File: src/rtl/recovery_pkg.sv
package recovery_pkg;
  typedef enum logic [2:0] {
    ST_RUN       = 3'd0,
    ST_STOPPED   = 3'd1,
    ST_REC_LONG  = 3'd2,
    ST_REC_SHORT = 3'd3,
    ST_RST_HOLD  = 3'd4,
    ST_RST_TAIL  = 3'd5
  } rec_state_t;
endpackage

File: src/rtl/recovery_counter.sv
module recovery_counter #(
  parameter int CNT_W = 12
) (
  input  logic             clk,
  input  logic             rst,
  input  logic             clr,
  input  logic             en,
  output logic [CNT_W-1:0] cnt
);
  always_ff @(negedge clk) begin
    if (rst || clr) cnt <= '0;
    else if (en)    cnt <= cnt + 1'b1;
  end
endmodule

File: src/rtl/recovery_ctrl.sv
module recovery_ctrl
  import recovery_pkg::*;
#(
  parameter int CNT_W     = 12,
  parameter int LONG_CYC  = 4096,
  parameter int SHORT_CYC = 32,
  parameter int TAIL_CYC  = 64
) (
  input  logic             clk,
  input  logic             por_req,
  input  logic             lv_req,
  input  logic             stop_strobe,
  input  logic             wake_evt,
  input  logic             short_rec,
  input  logic [CNT_W-1:0] cnt,
  output logic             cnt_clr,
  output logic             cnt_en,
  output rec_state_t       state,
  output logic             bus_clk_en,
  output logic             int_rst,
  output logic             cpu_rst,
  output logic             wdog_tick
);
  localparam logic [CNT_W-1:0] LONG_LAST  = CNT_W'(LONG_CYC - 1);
  localparam logic [CNT_W-1:0] SHORT_LAST = CNT_W'(SHORT_CYC - 1);
  localparam logic [CNT_W-1:0] TAIL_LAST  = CNT_W'(TAIL_CYC - 1);
  localparam logic [CNT_W-1:0] CNT_MAX    = '1;

  rec_state_t nxt;
  logic       tick_d;

  always_comb begin
    nxt     = state;
    cnt_clr = 1'b0;
    cnt_en  = 1'b1;
    tick_d  = 1'b0;
    unique case (state)
      ST_RUN: begin
        if (stop_strobe) begin
          nxt     = ST_STOPPED;
          cnt_clr = 1'b1;
        end else begin
          tick_d = (cnt == CNT_MAX);
        end
      end
      ST_STOPPED: begin
        cnt_en  = 1'b0;
        cnt_clr = 1'b1;
        if (wake_evt) nxt = short_rec ? ST_REC_SHORT : ST_REC_LONG;
      end
      ST_REC_LONG: begin
        if (cnt == LONG_LAST) begin
          nxt     = ST_RUN;
          cnt_clr = 1'b1;
        end
      end
      ST_REC_SHORT: begin
        if (cnt == SHORT_LAST) begin
          nxt     = ST_RUN;
          cnt_clr = 1'b1;
        end
      end
      ST_RST_HOLD: begin
        if (cnt == LONG_LAST) begin
          nxt     = ST_RST_TAIL;
          cnt_clr = 1'b1;
        end
      end
      ST_RST_TAIL: begin
        if (cnt == TAIL_LAST) begin
          nxt     = ST_RUN;
          cnt_clr = 1'b1;
        end
      end
      default: begin
        nxt     = ST_RST_HOLD;
        cnt_clr = 1'b1;
      end
    endcase
    if (lv_req) begin
      nxt     = ST_RST_HOLD;
      cnt_clr = 1'b1;
      tick_d  = 1'b0;
    end
  end

  always_ff @(negedge clk) begin
    if (por_req) begin
      state      <= ST_RST_HOLD;
      int_rst    <= 1'b1;
      cpu_rst    <= 1'b1;
      bus_clk_en <= 1'b0;
      wdog_tick  <= 1'b0;
    end else begin
      state      <= nxt;
      int_rst    <= (nxt == ST_RST_HOLD);
      cpu_rst    <= (nxt == ST_RST_HOLD) || (nxt == ST_RST_TAIL);
      bus_clk_en <= (nxt == ST_RUN) || (nxt == ST_RST_TAIL);
      wdog_tick  <= tick_d;
    end
  end

  // the tick lasts exactly one cycle
  p_tick_single_r8: assert property (@(negedge clk) disable iff (por_req)
    wdog_tick |=> !wdog_tick);
  // a stop taken in normal running gates the bus clocks at once
  p_stop_gates_r5: assert property (@(negedge clk) disable iff (por_req)
    (state == ST_RUN && stop_strobe && !lv_req) |=> (!bus_clk_en && state == ST_STOPPED));
endmodule

File: src/rtl/recovery_sequencer.sv
module recovery_sequencer
  import recovery_pkg::*;
#(
  parameter int CNT_W     = 12,
  parameter int LONG_CYC  = 4096,
  parameter int SHORT_CYC = 32,
  parameter int TAIL_CYC  = 64
) (
  input  logic osc_clk,
  input  logic por_req,
  input  logic lv_req,
  input  logic stop_strobe,
  input  logic wake_evt,
  input  logic short_rec,
  output logic bus_clk_en,
  output logic int_rst,
  output logic cpu_rst,
  output logic wdog_tick
);
  logic [CNT_W-1:0] cnt;
  logic             cnt_clr;
  logic             cnt_en;
  rec_state_t       state;

  recovery_counter #(.CNT_W(CNT_W)) u_cnt (
    .clk (osc_clk),
    .rst (por_req),
    .clr (cnt_clr),
    .en  (cnt_en),
    .cnt (cnt)
  );

  recovery_ctrl #(
    .CNT_W(CNT_W), .LONG_CYC(LONG_CYC), .SHORT_CYC(SHORT_CYC), .TAIL_CYC(TAIL_CYC)
  ) u_ctrl (
    .clk         (osc_clk),
    .por_req     (por_req),
    .lv_req      (lv_req),
    .stop_strobe (stop_strobe),
    .wake_evt    (wake_evt),
    .short_rec   (short_rec),
    .cnt         (cnt),
    .cnt_clr     (cnt_clr),
    .cnt_en      (cnt_en),
    .state       (state),
    .bus_clk_en  (bus_clk_en),
    .int_rst     (int_rst),
    .cpu_rst     (cpu_rst),
    .wdog_tick   (wdog_tick)
  );

  // the CPU is never released while the internal reset is active
  p_cpu_after_int_r3: assert property (@(negedge osc_clk) disable iff (por_req)
    !cpu_rst |-> !int_rst);
  // no bus clock while the internal reset holds
  p_clk_off_in_rst_r2: assert property (@(negedge osc_clk) disable iff (por_req)
    int_rst |-> !bus_clk_en);
  // a supply-droop request restarts the sequence from zero
  p_lv_restart_r4: assert property (@(negedge osc_clk) disable iff (por_req)
    lv_req |=> (int_rst && cnt == '0));
  // ticks only while fully running
  p_tick_in_run_r10: assert property (@(negedge osc_clk) disable iff (por_req)
    wdog_tick |-> (bus_clk_en && !cpu_rst));
endmodule

File: config.mk
export PLATFORM = sky130hd
export DESIGN_NAME = recovery_sequencer
export DESIGN_NICKNAME = d
export VERILOG_FILES = /design/src/rtl/recovery_pkg.sv /design/src/rtl/recovery_counter.sv /design/src/rtl/recovery_ctrl.sv /design/src/rtl/recovery_sequencer.sv
export SDC_FILE = /design/constraint.sdc
export NUM_CORES = 1
export LEC_CHECK = 0
export BUFFER_PORTS_ARGS = -buffer_cell sky130_fd_sc_hd__buf_2
export CORE_MARGIN = 8
export CORE_UTILIZATION = 56
export DETAILED_ROUTE_END_ITERATION = 7
export GPL_TIMING_DRIVEN = 0
export PLACE_DENSITY = 0.76
export SLEW_MARGIN = 10
export SYNTH_ARGS = -nofsm -noshare
export SYNTH_HDL_FRONTEND = slang
export SYNTH_SLANG_ARGS = --single-unit
File: constraint.sdc
create_clock -name osc_clk -period 2.02 [get_ports osc_clk]
set_clock_uncertainty 0.15 [all_clocks]
set_input_delay 0.202 -clock osc_clk [delete_from_list [all_inputs] [get_ports osc_clk]]
set_output_delay 0.202 -clock osc_clk [all_outputs]
set_load 0.01 [all_outputs]
==> summary.txt <==
Worst setup path
  • Crit Path Class: reg -> out
  • CP Cell Sequence: buf_6
  • Critical Path RT: between 1500 and 2000 ps
  • Worst setup EP type: primary output
  • Critical Path AT: between 1500 and 2000 ps
  • Crit-path max cell delay: roughly 310 ps
  • CP max stage cell: dfxtp_2
  • WP buf/inv: 1
  • Family with the most delay on the worst path: flip-flops
  • Max FO, Critical Path: 1
  • CP Launch Type: flip-flop
  • Worst Reg-to-Reg Cells: 5
  • Critical path depth: 1

Worst hold path
  • Hold-critical path depth: 2
  • Worst Hold Class: reg -> reg

Job
  • Max-cap violations: 0

Floorplan
  • Io pins: 10
  • Core area: around 1700 µm²
  • Die ar.: about 3300 µm²
  • Row count: 15
  • Die Wd: 57.8 µm
  • Die Ht: around 58 µm
  • Initial Utilization: slightly below 60%

Synthesis
  • Count of different cell masters after synthesis: 35
  • Ys Warns: 0
  • Synth area leader: dfxtp_1
  • Largest family of logic cells by synthesized area: simple AND/OR/NAND/NOR gates
  • Simple-Gate Fraction of Synth Area: 35.7%
  • Xor-xnor portion of the synthesized cell area: roughly 10%
  • Syn Nets: 120
  • Ys async rst share: 0%
  • Post-Synth Adder-Cell Area: 1.28%
  • Synth cell count leaders: dfxtp_1 (19), nor3_1 (15), xnor2_1 (10)
  • Post-synthesis compound-gate area fraction: roughly 8.8%
  • Post-synthesis mux area share: 1.02%
  • Avg Cell Area, Syn: about 8.6 µm²
  • Post-synth EDFFs: 0
  • Area contributors post-synth: dfxtp_1 (39%), xnor2_1 (9.0%), nor3_1 (7.7%)
  • Yosys top cell area share: between 30% and 40%
  • Post-synthesis sequential area ratio: around two fifths
  • Count leader, synth: dfxtp_1
  • Yosys reg bits: 19
  • Mapped Area: just under 1000 µm²
  • Gate count after technology mapping: 113
  • Top FF cell, synth: dfxtp_1

STA
  • Final Slew Violations: 0
  • Slew margin rel.: 72.3%
  • Final WS setup: -141 ps
  • Final setup vio count: 4
  • WHS: a little over 400 ps
  • Slew @ Worst Pin: 412 ps
  • RSZ-0062 raised after global routing: yes
  • Final Hold Fails: 0

Finish
  • Fraction of layout cells with a size suffix above 1: 24.0%
  • Fin cells: 167
  • Design Area, Final: approximately 1200 µm²
  • Multi-input gate area: approximately 600 µm²
  • Seq. cell area: 387 µm²
  • Area Overhead vs Synth: 27.7%
  • Layout Nets: between 150 and 200
  • Fillcell total: 135
  • Inserted Diodes: 0

Placement
  • Inst Count DP: 139
  • IO Port Bufs: 9
  • Post-DP Area: approximately 1100 µm²
  • Routability cong.: roughly 0.86
  • HPWL Detailed: between 1 and 1.5 mm

CTS
  • CTS tree: yes
  • Hold-fix buffers, CTS: 0
  • CTS clk-pin slew, worst paths: 50 ps
  • Clk Latency, worst-skew pair: slightly below 400 ps
  • CTS Sinks: 19
  • Num CTS Buffers: 3
  • Max H-tree Level: 1
  • Max Buffers Root-to-Sink: 2
  • CTS root buf: clkbuf_4

Power
  • Final Power: about 0.75 mW
  • Pwr dens: about 600 nW/µm²
  • VDD IR max: between 0.4 and 0.5 mV
  • Leakage power: 0.505 nW

Drt
  • Drt pass-1 iters: 4
  • Via/cell ratio: 5.85
  • Initial DRC count: 35
  • Routed Antenna Nets: 0
  • DR WL/cell: between 10 and 15 µm
  • Post-Route WL: roughly 2.4 mm
  • Drt drc: 0
  • Vias: 977

GRT
  • Gr ovfl total: 0
  • Antenna violations before repair: 0
  • Vias in the first global route: 988
  • Largest net degree at the start of global routing: 11
  • First-pass GRT wire length: 4.04 mm
  • Gr usage total: between 10% and 20%

Outcome
  • Failing checks: setup timing
  • Status: finished with violations
==> state kept, by name, summed over array words and instances, names as in the netlist <==
register and count:
u_cnt.cnt 12, u_ctrl.bus_clk_en 1, u_ctrl.cpu_rst 1, u_ctrl.int_rst 1
u_ctrl.state 3, u_ctrl.wdog_tick 1
==> layer usage <==
metal  wire [µm]  track usage (%)  vias to the layer above
li1            -                -                      485
met1        1100             17.5                      458
met2        1180             23.8                       29
met3         118             5.52                        5
met4          31             7.34                        0
met5           0                0                        -
==> power breakdown <==
group	internal, mW	switching, mW	total, mW
clock network	0.120	0.220	0.340
logic	0.0132	0.0138	0.0270
registers	0.379	0.00168	0.380
total	0.512	0.235	0.747
==> timing repair <==
item | in CTS | in global routing
resized for setup | 6 | 7
gates cloned | 1 | 0
endpoints found under the setup margin | 15 | 15
buffers inserted | 2 | 3
pin swaps | 2 | 2
==> cell usage in the layout (no fill, tap or decap), drive strengths merged, types with 2 or more instances in the layout <==
cell type   n
clkbuf      4
inv        21
nand4       5
nor3b       2
nor3       15
nor2b       3
buf        20
xnor2      10
nor2        5
or4         2
nand2       9
nand3       2
and4        2
nand2b      2
nand3b      2
o21ai       4
and3        2
a211oi      2
dfxtp      19
nor4        6
==> path summary, 6_finish.rpt <==
kind | from | slack, ps | endpoint
worst max-delay path | u_ctrl.cpu_rst$_SDFF_NP1_ | -140 | cpu_rst
worst max register to register | u_cnt.cnt[10]$_SDFFE_NP0N_ | 100 | u_cnt.cnt[11]$_SDFFE_NP0N_
worst min-delay path | u_cnt.cnt[8]$_SDFFE_NP0N_ | 410 | u_cnt.cnt[8]$_SDFFE_NP0N_
worst min register to register | u_cnt.cnt[8]$_SDFFE_NP0N_ | 410 | u_cnt.cnt[8]$_SDFFE_NP0N_
==> area by class of cell <==
type / count / share of cell area (%)
Sequential cell: 19 / 31.0
Timing Repair Buffer: 15 / 8.02
Tap cell: 17 / 1.71
Clock inverter: 20 / 6.02
Buffer: 6 / 3.01
Inverter: 1 / 0.301
Multi-Input combinational cell: 86 / 48.1
Clock buffer: 3 / 1.81
==> per-stage QoR <==
stage	setup WS [ps]	util, %	TNS [ps]
after CTS	-149	71.0	-508
after detailed placement	-471	62.8	-4960
final	-141	73.9	-481
after global routing	-200	73.9	-691
after global placement	-392	62.8	-4700
after floorplan	-114	-	-1140
==> logic make-up (layout without fill, tap and decap cells) <==
| logic type | after synthesis | after routing |
|---|---|---|
| and+or+nand+nor | 61 | 61 |
| muxes | 1 | 1 |
| adders and majority gates | 1 | 1 |
| AOI/OAI and AO/OA | 12 | 12 |
| buffers and inverters | 8 | 45 |
| DFF | 19 | 19 |
| xor gates and xnor gates | 11 | 11 |
No activity file was read; power rests on OpenSTA's default activity.
